**src/rtl/fc_credit_pkg.sv**
```systemverilog
package fc_credit_pkg;

    typedef enum logic [1:0] {
        ST_OFFLINE   = 2'd0,
        ST_STARVED   = 2'd1,
        ST_CREDITED  = 2'd2,
        ST_SATURATED = 2'd3
    } fc_state_e;

    localparam int unsigned FC_NUM_CNT = 2;
    localparam int unsigned FC_IDX_RDY = 0;
    localparam int unsigned FC_IDX_BST = 1;

endpackage

```
**src/rtl/fc_event_counter.sv**
```systemverilog
module fc_event_counter #(
    parameter int unsigned W = 16
) (
    input  logic         clk,
    input  logic         rst_n,
    input  logic         clr,
    input  logic         inc,
    output logic [W-1:0] cnt_q,
    output logic [W-1:0] cnt_d
);

    localparam logic [W-1:0] STEP = W'(1);

    // next value: clear wins, otherwise wrapping increment
    always_comb begin
        if (clr) begin
            cnt_d = '0;
        end else if (inc) begin
            cnt_d = cnt_q + STEP;
        end else begin
            cnt_d = cnt_q;
        end
    end

    always_ff @(posedge clk or negedge rst_n) begin
        if (!rst_n) begin
            cnt_q <= '0;
        end else begin
            cnt_q <= cnt_d;
        end
    end

endmodule

```
**src/rtl/fc_credit_fsm.sv**
```systemverilog
module fc_credit_fsm
    import fc_credit_pkg::*;
#(
    parameter int unsigned W = 16
) (
    input  logic         clk,
    input  logic         rst_n,
    input  logic         link_up,
    input  logic [W-1:0] rdy_nxt,
    input  logic [W-1:0] bst_nxt,
    output fc_state_e    state_q,
    output logic         rdy_gate,
    output logic         xfer_en,
    output logic         data_req
);

    localparam logic [W-1:0] CAP = {W{1'b1}};

    fc_state_e   state_d;
    logic [W-1:0] diff_nxt;
    logic         nxt_zero;
    logic         nxt_full;

    assign diff_nxt = rdy_nxt - bst_nxt;
    assign nxt_zero = (diff_nxt == '0);
    assign nxt_full = (diff_nxt == CAP);

    // next-state selection, transitions named per state
    always_comb begin
        state_d = state_q;
        if (!link_up) begin
            state_d = ST_OFFLINE;                       // disconnect
        end else begin
            unique case (state_q)
                ST_OFFLINE: begin                       // connect
                    state_d = nxt_zero ? ST_STARVED : ST_CREDITED;
                end
                ST_STARVED: begin                       // grant
                    if (!nxt_zero) state_d = ST_CREDITED;
                end
                ST_CREDITED: begin                      // fill / spend
                    if (nxt_full)      state_d = ST_SATURATED;
                    else if (nxt_zero) state_d = ST_STARVED;
                end
                ST_SATURATED: begin                     // drain
                    if (!nxt_full) state_d = ST_CREDITED;
                end
                default: state_d = ST_OFFLINE;
            endcase
        end
    end

    always_ff @(posedge clk or negedge rst_n) begin
        if (!rst_n) begin
            state_q <= ST_OFFLINE;
        end else begin
            state_q <= state_d;
        end
    end

    // outputs decoded from the state register
    always_comb begin
        xfer_en  = 1'b0;
        data_req = 1'b0;
        rdy_gate = 1'b1;
        unique case (state_q)
            ST_OFFLINE: begin
                rdy_gate = 1'b1;
            end
            ST_STARVED: begin
                rdy_gate = 1'b1;
            end
            ST_CREDITED: begin
                xfer_en  = 1'b1;
                data_req = 1'b1;
            end
            ST_SATURATED: begin
                xfer_en  = 1'b1;
                data_req = 1'b1;
                rdy_gate = 1'b0;
            end
            default: begin
                rdy_gate = 1'b1;
            end
        endcase
    end

endmodule

```
**src/rtl/fc_credit_ctrl.sv**
```systemverilog
module fc_credit_ctrl
    import fc_credit_pkg::*;
#(
    parameter int unsigned CNT_W = 16
) (
    input  logic             clk,
    input  logic             rst_n,
    input  logic             link_up,
    input  logic             ready_pulse,
    input  logic             burst_pulse,
    output logic             xfer_en,
    output logic             data_req,
    output logic [CNT_W-1:0] credits
);

    fc_state_e        state_q;
    logic             rdy_gate;
    logic             clr_all;
    logic [FC_NUM_CNT-1:0] inc_v;
    logic [CNT_W-1:0] cnt_q [FC_NUM_CNT];
    logic [CNT_W-1:0] cnt_d [FC_NUM_CNT];

    assign clr_all              = !link_up;
    assign inc_v[FC_IDX_RDY]    = ready_pulse && rdy_gate;
    assign inc_v[FC_IDX_BST]    = burst_pulse;

    generate
        for (genvar gi = 0; gi < FC_NUM_CNT; gi++) begin : g_cnt
            fc_event_counter #(
                .W (CNT_W)
            ) i_cnt (
                .clk   (clk),
                .rst_n (rst_n),
                .clr   (clr_all),
                .inc   (inc_v[gi]),
                .cnt_q (cnt_q[gi]),
                .cnt_d (cnt_d[gi])
            );
        end
    endgenerate

    fc_credit_fsm #(
        .W (CNT_W)
    ) i_fsm (
        .clk      (clk),
        .rst_n    (rst_n),
        .link_up  (link_up),
        .rdy_nxt  (cnt_d[FC_IDX_RDY]),
        .bst_nxt  (cnt_d[FC_IDX_BST]),
        .state_q  (state_q),
        .rdy_gate (rdy_gate),
        .xfer_en  (xfer_en),
        .data_req (data_req)
    );

    assign credits = cnt_q[FC_IDX_RDY] - cnt_q[FC_IDX_BST];

endmodule

```
**config.mk**
```make
export PLATFORM = sky130hd
export DESIGN_NAME = fc_credit_ctrl
export DESIGN_NICKNAME = d
export VERILOG_FILES = /design/src/rtl/fc_credit_pkg.sv /design/src/rtl/fc_event_counter.sv /design/src/rtl/fc_credit_fsm.sv /design/src/rtl/fc_credit_ctrl.sv
export SDC_FILE = /design/constraint.sdc
export NUM_CORES = 1
export LEC_CHECK = 0
export CELL_PAD_IN_SITES_DETAIL_PLACEMENT = 2
export CELL_PAD_IN_SITES_GLOBAL_PLACEMENT = 2
export CORE_ASPECT_RATIO = 0.75
export CORE_MARGIN = 2
export CORE_UTILIZATION = 30
export CTS_BUF_LIST = sky130_fd_sc_hd__clkbuf_2 sky130_fd_sc_hd__clkbuf_4 sky130_fd_sc_hd__clkbuf_8
export CTS_CLUSTER_SIZE = 14
export DETAILED_ROUTE_END_ITERATION = 8
export DONT_BUFFER_PORTS = 1
export PLACE_DENSITY_LB_ADDON = 0.1
export SLEW_MARGIN = 20
export SYNTH_ARGS = -nofsm -noshare
export SYNTH_HDL_FRONTEND = slang
export SYNTH_SLANG_ARGS = --single-unit
```
**constraint.sdc**
```tcl
create_clock -name clk -period 4.5 [get_ports clk]
set_input_delay 0.9 -clock clk [delete_from_list [all_inputs] [get_ports clk]]
set_output_delay 0.9 -clock clk [all_outputs]
set_load 0.02 [all_outputs]
```
# ---- Word level (Yosys, flattened, before mapping)
# Cells that the tools add are included.
dict set report classes {
  n_addsub 4
  n_eq_ne 7
  mux 13
  reduce_logical 5
}
# op n
set ops {}
lappend ops {{$mux 16} 4}
lappend ops {{$add 16x1->16 const B} 2}
lappend ops {{$sub 16x16->16} 2}
lappend ops {{$eq 16x16->1 const B} 1}
lappend ops {{$logic_not 16->1} 1}
lappend ops {{$mux 2} 6}
lappend ops {{$pmux 2 s4} 1}
lappend ops {{$ne 3x3->1 const B} 2}
lappend ops {{$eq 2x2->1 const B} 2}
lappend ops {{$ne 4x2->1 const B} 1}
lappend ops {{$reduce_and 3->1} 1}
lappend ops {{$eq 2x1->1 const B} 1}
lappend ops {{$logic_not 2->1} 1}
lappend ops {{$mux 1} 2}
lappend ops {{$reduce_or 2->1} 1}
lappend ops {{$logic_and 1x1->1} 1}
dict set report totals {
  regBits 34
  input_bits 5
  out_inout_bits 18
  elab_cells 32
}

# ---- Logic depth before layout (Yosys ltp)
# Gate-level depths: netlist (run 1).
dict set report depth {
  ltp_word 11
  ltp_mapped 16
}

# ---- By module
# A second synthesis (run 1) with hierarchy kept.
dict set report unflattened {
  cells_unflattened 437
  area_unflattened_um2 3583.4
}
# module n_inst cells_each area_each_um2
set by_module_without_submodules {}
lappend by_module_without_submodules {fc_credit_fsm 1 140 1046.0}
lappend by_module_without_submodules {fc_credit_ctrl 1 132 862.1}
lappend by_module_without_submodules {{fc_event_counter (g_cnt[1].i_cnt)} 1 86 854.6}
lappend by_module_without_submodules {{fc_event_counter (g_cnt[0].i_cnt)} 1 79 820.8}

# ---- Least setup slack after synthesis (run 1)
# Ideal clock, no wire load.
dict set report synth_timing {
  path_kind {input -> register}
  start {input port burst_pulse}
  end {register i_fsm.state_q[0]}
  t_arrival_ps 3810
  t_required_ps 4396
  slack_ps 586
  stages 14
  cell_sequence {buf_4 -> nand3_2 -> nor4_4 -> and3_1 -> xnor2_1 -> nand2b_1 -> ha_1 -> o21ai_1 -> nor3b_1 -> a31oi_1 -> or4b_1 -> a2111oi_0 -> o2111ai_1 -> o41ai_2}
}
dict set report synth_via {
  elab_chain_len 7
  word_cells_on_any_way 13
  cone_classes {add/sub: 1; eq/ne: 4; mux: 6; reduce/logical: 2}
}
# element line
set synth_lines {}
lappend synth_lines {{start, declared} fc_credit_ctrl.sv:10} ;# input logic burst_pulse,
lappend synth_lines {{$mux 16 (*)} fc_event_counter.sv:18} ;# end else if (inc) begin
lappend synth_lines {{$mux 16 (*)} fc_event_counter.sv:16} ;# if (clr) begin
lappend synth_lines {{$sub 16x16->16 (*)} fc_credit_fsm.sv:24} ;# assign diff_nxt = rdy_nxt - bst_nxt;
lappend synth_lines {{$eq 16x16->1 or $logic_not 16->1 (tied branches)} {fc_credit_fsm.sv:26, fc_credit_fsm.sv:25}}
lappend synth_lines {{$mux 2, on equally long branches} {fc_credit_fsm.sv:42, fc_credit_fsm.sv:36}}
lappend synth_lines {{$pmux 2 s4} fc_credit_fsm.sv:34} ;# unique case (state_q)
lappend synth_lines {{$mux 2} fc_credit_fsm.sv:31} ;# if (!link_up) begin
lappend synth_lines {{end signal, assigned} fc_credit_fsm.sv:57} ;# state_q <= state_d;
lappend synth_lines {{end, declared} fc_credit_fsm.sv:11} ;# output fc_state_e state_q,
# Every way passes the cells marked *; elsewhere a longest branch is shown, timed or not.
# A chain may end at the register's enable or synchronous reset.

# ---- Final worst setup path (run 1)
dict set report layout_timing {
  start {register g_cnt[1].i_cnt.cnt_q[0]}
  end {output port credits[12]}
}
dict set report layout_via {
  elab_chain_len 1
}
# element line
set layout_lines {}
lappend layout_lines {{start, declared} fc_event_counter.sv:8} ;# output logic [W-1:0] cnt_q,
lappend layout_lines {{start signal, assigned} fc_event_counter.sv:29} ;# cnt_q <= cnt_d;
lappend layout_lines {{$sub 16x16->16} fc_credit_ctrl.sv:56} ;# assign credits = cnt_q[FC_IDX_RDY] - cnt_q[FC_IDX_BST];
lappend layout_lines {{end, declared} fc_credit_ctrl.sv:13} ;# output logic [CNT_W-1:0] credits
# Every way passes these cells.

==> out/results.ini, run 1 <==
[setup_path]
max_stage_delay_ns = 0.46
required_ns = 3.60
timing.rr.start = i_fsm.state_q[1]
crit_type = reg2out
crit_fanout = 5
path_delay_family = compound AO/OA/AOI/OAI gates
path_buf_inv = 0
endpoint_kind = output port
r2r_slack_ns = 0.63
cp.arrival_ns = 3.07
worst_path_max_delay_cell = dfrtp_1
crit_chain = ha_1 -> fa_1 -> nand2b_1 -> a21boi_0 -> o21ai_1 -> a21oi_1 -> o2111ai_1 -> a31oi_1 -> xor2_1
setup.worst_path.start = g_cnt[1].i_cnt.cnt_q[0]
start_kind = flop

[timing]
drv_slew = 0
worstMarginPinSlew_ns = 0.541
finalCritPeriodShare_pct = 88.1
min_period_ns = 3.97
max_freq_mhz = 252
setup_ws_ns = 0.534
holdWs_ns = 0.305
fin_worst_skew_ns = 0.00554
max_slew_margin_pct = 63.9
grt_setup_unrepaired = false
setup_tns_ns = 0
hold_viol = 0
setup-violations-final = 0

[outcome]
status = finished, final reports clean

[detailed_routing]
vias_per_cell = 5.25
wl_per_cell_um = 17.9
ant_nets = 0
drc = 0
drt_iter0_drc = 93
first_pass_iters = 4
dr_total_vias = 2950
wl_um = 10000

[place]
dp.cells = 555
pre_cts_slack_ns = 0.168
port-buffer-count = 0
gp_congestion = 0.770
placed_area_um2 = 3600
post-dp-hpwl_um = 8470

[final_layout]
final_area_um2 = 3690
syn2layout_area_growth_pct = 7.52
final_nets = 461
diodes = 0
final_layout_size_suffix_gt1_share_pct = 7.82
fin_cells = 562
post-route-util_pct = 33.4

[global_route]
grt_pass1_vias = 3178
overflow = 0
grt_max_degree = 35
antenna_found_initial = 0
track_usage_pct = 17.5
grt_pass1_wl_um = 16800

[synth]
yosysMostFrequentCell = inv_1
netlist.top_cell.by_area = dfrtp_1
synth_top_area_share_pct = 24.8
syn-cell-area_um2 = 3430
synth.area.top_cells = dfrtp_1, ha_1, xnor2_1
synth-async-reset-ratio_pct = 100
syn_avg_cell_area_um2 = 8.19
netlist_instances = 419
ys_seq_area_share_pct = 24.8
synth_ff_type = dfrtp_1
ys_types = 67
ys_ff_latch = 34
syn-num-nets = 458
yosys_warnings = 0
synth_common_cells = inv_1, nor2_1, dfrtp_1
synth-edff-count = 0

[power]
peakVddDrop_mv = 0.0742
powerDensity_nw_per_um2 = 212
p_leak_nw = 1.73
finalPower_mw = 0.782

[clocking]
root_buffer = clkbuf_8
ctsResizeCount = 0
cts_max_level = 2
clk_latency_ns = 0.28
cts_made_buffers = 5
cts_setup_buffers = 0
cts.clk_slew.worst_paths_ns = 0.07
clock_path_buffers = 2
cts_hold_buf = 0
cts_tree = done
clock_sinks = 34

[floorplan]
design.core.area_um2 = 11000
dieWidth_um = 127
ios = 23
dieArea_um2 = 12300
initial_utilization_pct = 31.1
fp.dieH_um = 96.6
row_count = 33

[job]
drv_cap = 0

[worst_hold_path]
hold_path.class = in2async

## report_power, final
group          switching, mW  leakage, nW  internal [mW]
sequential           0.00840        0.470          0.310
combinational          0.157         1.22         0.0955
clock                  0.108       0.0438          0.104
total                  0.273         1.73          0.509
## path summary, 6_finish.rpt
| kind | to | cells past startpoint |
|---|---|---|
| setup reg to reg | i_fsm.state_q[0] | 16 |
| max in group asynchronous | g_cnt[0].i_cnt.cnt_q[15] | 0 |
| setup / recovery | credits[12] | 9 |
| min in group clk | g_cnt[0].i_cnt.cnt_q[15] | 2 |
| hold reg to reg | g_cnt[0].i_cnt.cnt_q[15] | 2 |
| hold / removal | g_cnt[0].i_cnt.cnt_q[0] | 0 |
## per-layer routing
metal | GRT usage, % | vias up | routed length [um] | part of all wire, %
met3 | 1.82 | 6 | 270 | 2.7
li1 | - | 1464 | - | -
met5 | 0 | - | 0 | 0
met4 | 3.02 | 0 | 72 | 0.72
met2 | 27.1 | 29 | 4180 | 42
met1 | 26.4 | 1451 | 5520 | 55
## layout make-up
class	instances	area, um^2
Inverter	44	165
Multi-Input combinational cell	331	2370
Timing Repair Buffer	6	45.0
Clock buffer	5	68.8
Clock inverter	2	10.0
Tap cell	140	175
Fill cell	1299	7340
Sequential cell	34	851
## cell usage in the layout (no fill, tap or decap), types with 8 or more instances in the layout
master and instances:
o21ai_1 8, nor2_1 37, nand4_1 9, o21ai_0 9, ha_1 32, nand2b_1 23
dfrtp_1 34, xnor2_1 32, nand3_1 18, a21oi_1 18, inv_1 41, nand2_1 30
xor2_1 17
## cell families (layout without fill, tap and decap cells)
logic type	after synthesis	in the layout	synth area share (%)
and+or+nand+nor	168	168	27.3
AOI/OAI and AO/OA	78	78	15.4
buffers and inverters	54	57	6.20
xor gates and xnor gates	49	49	12.5
adders and majority gates	34	34	12.8
DFF	34	34	24.8
muxes	2	2	0.949
## state kept, by name (all words and copies together), names as in the netlist
signal and flops:
i_fsm.state_q 2, g_cnt.i_cnt.cnt_q 32
Power figures use the tool's default switching activity.
==> inputs of run 2 (changes only) <==
--- a/config.mk
+++ b/config.mk
@@ -10,7 +10,7 @@
 export CORE_ASPECT_RATIO = 0.75
 export CORE_MARGIN = 2
 export CORE_UTILIZATION = 30
-export CTS_BUF_LIST = sky130_fd_sc_hd__clkbuf_2 sky130_fd_sc_hd__clkbuf_4 sky130_fd_sc_hd__clkbuf_8
+export CTS_BUF_LIST = sky130_fd_sc_hd__clkbuf_4
 export CTS_CLUSTER_SIZE = 14
 export DETAILED_ROUTE_END_ITERATION = 8
 export DONT_BUFFER_PORTS = 1
==> out/results.ini, run 2 (same netlist as run 1, synthesis figures left out) <==
[timing]
setup_ws_ns = 0.475  ; -0.0588 ns
setup_tns_ns = 0  ; unchanged
fin_worst_skew_ns = 0.00879  ; +0.00325 ns
finalCritPeriodShare_pct = 89.4  ; +1.3 points
max_freq_mhz = 248  ; -1.5%
min_period_ns = 4.03  ; +0.0588 ns
hold_viol = 0  ; unchanged
grt_setup_unrepaired = false
max_slew_margin_pct = 64.4  ; +0.45 points
setup-violations-final = 0  ; unchanged
drv_slew = 0  ; unchanged
worstMarginPinSlew_ns = 0.534  ; -0.00681 ns

[clocking]
ctsResizeCount = 0  ; unchanged
cts_max_level = 2  ; unchanged
clock_path_buffers = 2  ; unchanged
cts_setup_buffers = 0  ; unchanged
clock_sinks = 34  ; unchanged
root_buffer = clkbuf_4
cts_tree = done
cts_hold_buf = 0  ; unchanged
cts_made_buffers = 5  ; unchanged
clk_latency_ns = 0.33  ; +0.05 ns
cts.clk_slew.worst_paths_ns = 0.10  ; +0.03 ns

[global_route]
overflow = 0  ; unchanged
antenna_found_initial = 0  ; unchanged
track_usage_pct = 17.6  ; +0.096 points
grt_pass1_vias = 3179  ; +0.031%
grt_pass1_wl_um = 16900  ; +0.53%
grt_max_degree = 35  ; unchanged

[final_layout]
fin_cells = 562  ; unchanged
final_layout_size_suffix_gt1_share_pct = 7.82  ; unchanged
top_register = g_cnt.i_cnt.cnt_q
diodes = 0  ; unchanged
final_cell_mix = inv_1, nor2_1, dfrtp_1, xnor2_1, ha_1
final_common_cell = inv_1
syn2layout_area_growth_pct = 6.60
reg_top3 = g_cnt.i_cnt.cnt_q x32, i_fsm.state_q x2
final_nets = 461  ; unchanged
largest_register_ff_count = 32  ; unchanged

[setup_path]
max_stage_delay_ns = 0.47  ; about the same
path_buf_inv = 0  ; unchanged
worst_path_max_delay_cell = dfrtp_1
reg2reg_depth = 16  ; unchanged
endpoint_kind = output port
timing.rr.start = i_fsm.state_q[1]
required_ns = 3.60  ; about the same
start_kind = flop
path_delay_family = compound AO/OA/AOI/OAI gates
crit_type = reg2out
cp.arrival_ns = 3.13  ; +0.06 ns
crit_fanout = 5  ; unchanged
r2r_slack_ns = 0.56  ; -0.07 ns
r2r_end = i_fsm.state_q[0]
crit_chain = ha_1 -> fa_1 -> nand2b_1 -> a21boi_0 -> o21ai_1 -> a21oi_1 -> o2111ai_1 -> a31oi_1 -> xor2_1

[place]
dp.cells = 555  ; unchanged
pre_cts_slack_ns = 0.168  ; unchanged
port-buffer-count = 0  ; unchanged
post-dp-hpwl_um = 8470  ; unchanged
gp_congestion = 0.770  ; unchanged

[power]
p_leak_nw = 1.72  ; -0.75%
peakVddDrop_mv = 0.0759  ; +2.3%
powerDensity_nw_per_um2 = 199  ; -6.1%

[detailed_routing]
wl_per_cell_um = 17.9  ; about the same
first_pass_iters = 4  ; unchanged
drt_iter0_drc = 117  ; +26%
dr_total_vias = 2946  ; -0.14%
wl_um = 10000  ; about the same
drc = 0  ; unchanged
vias_per_cell = 5.24  ; -0.14%
ant_nets = 0  ; unchanged

[floorplan]
design.core.area_um2 = 11000  ; unchanged
ios = 23  ; unchanged
fp.dieH_um = 96.6  ; unchanged
row_count = 33  ; unchanged
dieWidth_um = 127  ; unchanged
dieArea_um2 = 12300  ; unchanged
initial_utilization_pct = 31.1  ; unchanged

[job]
drv_cap = 0  ; unchanged

[worst_hold_path]
hold_path.class = in2async

[outcome]
status = finished, final reports clean

[run 2: cell counts in the layout (fill, tap and decap cells not counted)]
No cell type changed its count.
[run 2: cell type report]
cell class	instances	area [um^2]
timing repair buffer	6	45.0
sequential	34	851
fill	1304	7370
clock buffer	5	37.5
clock inverter	2	10.0
multi-input combinational	331	2370
tap	140	175
inverter	44	165
[run 2: how the worst max path moves through the flow]
stage / startpoint / to / cells past startpoint
CTS: i_fsm.state_q[1] / i_fsm.state_q[0] / 16
global route: i_fsm.state_q[1] / i_fsm.state_q[0] / 16
floorplan: burst_pulse / i_fsm.state_q[0] / 14
finish: g_cnt[1].i_cnt.cnt_q[0] / credits[12] / 9
global placement: ready_pulse / i_fsm.state_q[0] / 14
detailed placement: ready_pulse / i_fsm.state_q[0] / 14
[run 2: layer usage]
layer | vias to the layer above | GRT usage (%) | part of all wire, %
met5 | - | 0 | 0
met4 | 0 | 3.02 | 0.76
met3 | 5 | 1.65 | 1.9
met2 | 28 | 27.3 | 42
met1 | 1445 | 26.7 | 56
li1 | 1468 | - | -
[run 2: power by group]
part	internal [mW]	switching (mW)	total (mW)
clock	0.0562	0.101	0.157
combinational	0.0956	0.157	0.253
sequential	0.309	0.00843	0.318
total	0.461	0.267	0.728
[run 2: through the flow]
| stage | instance area [um^2] | total power, mW | hold WS [ns] | utilization (%) |
|---|---|---|---|---|
| after detailed placement | 3600 | 0.576 | 0.605 | 32.7 |
| after global routing | 3660 | 0.779 | 0.217 | 33.2 |
| after global placement | 3600 | 0.569 | 0.605 | 32.7 |
| final | 3660 | 0.728 | 0.247 | 33.2 |
| after floorplan | 3430 | 0.529 | 0.563 | - |
| after CTS | 3650 | 0.737 | 0.229 | 33.1 |
==> inputs of run 3 (changes only) <==
--- a/config.mk
+++ b/config.mk
@@ -5,8 +5,6 @@
 export SDC_FILE = /design/constraint.sdc
 export NUM_CORES = 1
 export LEC_CHECK = 0
-export CELL_PAD_IN_SITES_DETAIL_PLACEMENT = 2
-export CELL_PAD_IN_SITES_GLOBAL_PLACEMENT = 2
 export CORE_ASPECT_RATIO = 0.75
 export CORE_MARGIN = 2
 export CORE_UTILIZATION = 30
@@ -14,7 +12,7 @@
 export CTS_CLUSTER_SIZE = 14
 export DETAILED_ROUTE_END_ITERATION = 8
 export DONT_BUFFER_PORTS = 1
-export PLACE_DENSITY_LB_ADDON = 0.1
+export PLACE_DENSITY_LB_ADDON = 0.25
 export SLEW_MARGIN = 20
 export SYNTH_ARGS = -nofsm -noshare
 export SYNTH_HDL_FRONTEND = slang
==> out/results.ini, run 3 (same netlist as run 1, synthesis figures left out) <==
[timing]
finalCritPeriodShare_pct = 89.4  ; -0.095 points
max_freq_mhz = 249  ; +0.11%
setup_tns_ns = 0  ; unchanged
worstMarginPinSlew_ns = 0.497  ; -0.0370 ns
max_slew_margin_pct = 66.6  ; +2.2 points
grt_setup_unrepaired = false
hold_viol = 0  ; unchanged
min_period_ns = 4.02  ; -0.00429 ns
setup-violations-final = 0  ; unchanged
drv_slew = 0  ; unchanged
fin_worst_skew_ns = 0.0108  ; +0.00206 ns

[final_layout]
final_nets = 458  ; -0.65%
final_layout_size_suffix_gt1_share_pct = 7.16  ; -0.66 points
final_common_cell = inv_1
reg_top3 = g_cnt.i_cnt.cnt_q x32, i_fsm.state_q x2
post-route-util_pct = 33.0  ; -0.20 points
top_register = g_cnt.i_cnt.cnt_q
final_cell_mix = inv_1, nor2_1, dfrtp_1, xnor2_1, ha_1
diodes = 0  ; unchanged
largest_register_ff_count = 32  ; unchanged
syn2layout_area_growth_pct = 5.95
final_area_um2 = 3630  ; -0.62%

[global_route]
grt_pass1_vias = 2730  ; -14%
track_usage_pct = 13.7  ; -3.9 points
grt_max_degree = 35  ; unchanged
grt_pass1_wl_um = 13400  ; -21%
antenna_found_initial = 0  ; unchanged
overflow = 0  ; unchanged

[detailed_routing]
wl_um = 7880  ; -22%
drc = 0  ; unchanged
drt_iter0_drc = 177  ; +51%
wl_per_cell_um = 14.1  ; -21%
vias_per_cell = 5.11  ; -2.6%
first_pass_iters = 5  ; +1
dr_total_vias = 2854  ; -3.1%
ant_nets = 0  ; unchanged

[floorplan]
dieArea_um2 = 12300  ; unchanged
row_count = 33  ; unchanged
dieWidth_um = 127  ; unchanged
fp.dieH_um = 96.6  ; unchanged
initial_utilization_pct = 31.1  ; unchanged
ios = 23  ; unchanged
design.core.area_um2 = 11000  ; unchanged

[place]
gp_congestion = 0.811  ; +5.3%
post-dp-hpwl_um = 6270  ; -26%
port-buffer-count = 0  ; unchanged
placed_area_um2 = 3580  ; -0.63%

[outcome]
status = finished, final reports clean

[worst_hold_path]
hold_path.class = in2async

[clocking]
clock_sinks = 34  ; unchanged
root_buffer = clkbuf_4
cts.clk_slew.worst_paths_ns = 0.11  ; about the same
clk_latency_ns = 0.33  ; about the same
clock_path_buffers = 2  ; unchanged
cts_made_buffers = 5  ; unchanged
cts_tree = done
cts_max_level = 2  ; unchanged

[setup_path]
endpoint_kind = output port
required_ns = 3.60  ; about the same
setup.worst_path.start = g_cnt[1].i_cnt.cnt_q[0]
crit_fanout = 5  ; unchanged
crit_type = reg2out
timing.rr.start = i_fsm.state_q[1]
start_kind = flop
reg2reg_depth = 13  ; -3
cp.arrival_ns = 3.12  ; about the same

[power]
peakVddDrop_mv = 0.0714  ; -5.9%
p_leak_nw = 1.70  ; -0.88%
powerDensity_nw_per_um2 = 199  ; about the same

[job]
drv_cap = 0  ; unchanged

[run 3: changes by cell type in the layout (fill, tap and decap cells not counted)]
cell       before  now
a2111oi_1       0    1
o31ai_1         3    2
a2111oi_2       1    0
buf_4           6    3
o31ai_2         0    1
[run 3: final timing paths]
kind | endpoint | slack (ns)
min in group clk | g_cnt[0].i_cnt.cnt_q[14] | 0.65
hold reg to reg | g_cnt[0].i_cnt.cnt_q[14] | 0.65
max in group asynchronous | g_cnt[0].i_cnt.cnt_q[12] | 4.16
setup / recovery | credits[12] | 0.48
hold / removal | g_cnt[0].i_cnt.cnt_q[1] | 0.24
setup reg to reg | i_fsm.state_q[0] | 0.54
[run 3: power by group]
group,switching (mW),internal [mW]
registers,0.00790,0.309
clock network,0.108,0.0563
logic,0.149,0.0925
total,0.264,0.458
[run 3: critical path, cell delays in order (launching register included)]
cell	delay, ns
dfrtp_1	0.46
ha_1	0.26
fa_1	0.41
nand2b_1	0.16
a21boi_0	0.25
o21ai_1	0.12
a21oi_1	0.21
o2111ai_1	0.19
a31oi_1	0.31
xor2_1	0.42
[run 3: area by class of cell]
type,count,area (um^2)
Clock buffer,5,37.5
Inverter,44,165
Timing Repair Buffer,3,22.5
Sequential cell,34,851
Clock inverter,2,10.0
Multi-Input combinational cell,331,2370
Fill cell,1151,7390
Tap cell,140,175
[run 3: metal layers]
| layer | wire length, um | vias up | track usage (%) |
|---|---|---|---|
| met5 | 0 | - | 0 |
| met4 | 125 | 0 | 3.94 |
| met3 | 301 | 8 | 1.60 |
| met2 | 3140 | 58 | 20.7 |
| met1 | 4310 | 1317 | 20.4 |
| li1 | - | 1471 | - |
[run 3: what timing repair did]
item	in CTS	in global routing
hold buffers	0	0
setup endpoints to repair	0	2
setup buffers	0	0
resized for setup	0	2
hold endpoints to repair	0	0
[run 3: metrics by stage]
| stage | std cells | total power [mW] | setup WS [ns] | hold slack (ns) |
|---|---|---|---|---|
| after floorplan | 419 | 0.529 | 0.586 | 0.563 |
| after global placement | 552 | 0.560 | 0.322 | 0.605 |
| after detailed placement | 552 | 0.562 | 0.262 | 0.605 |
| after CTS | 559 | 0.729 | 0.338 | 0.224 |
| after global routing | 559 | 0.769 | 0.0710 | 0.207 |
| final | 559 | 0.723 | 0.479 | 0.243 |
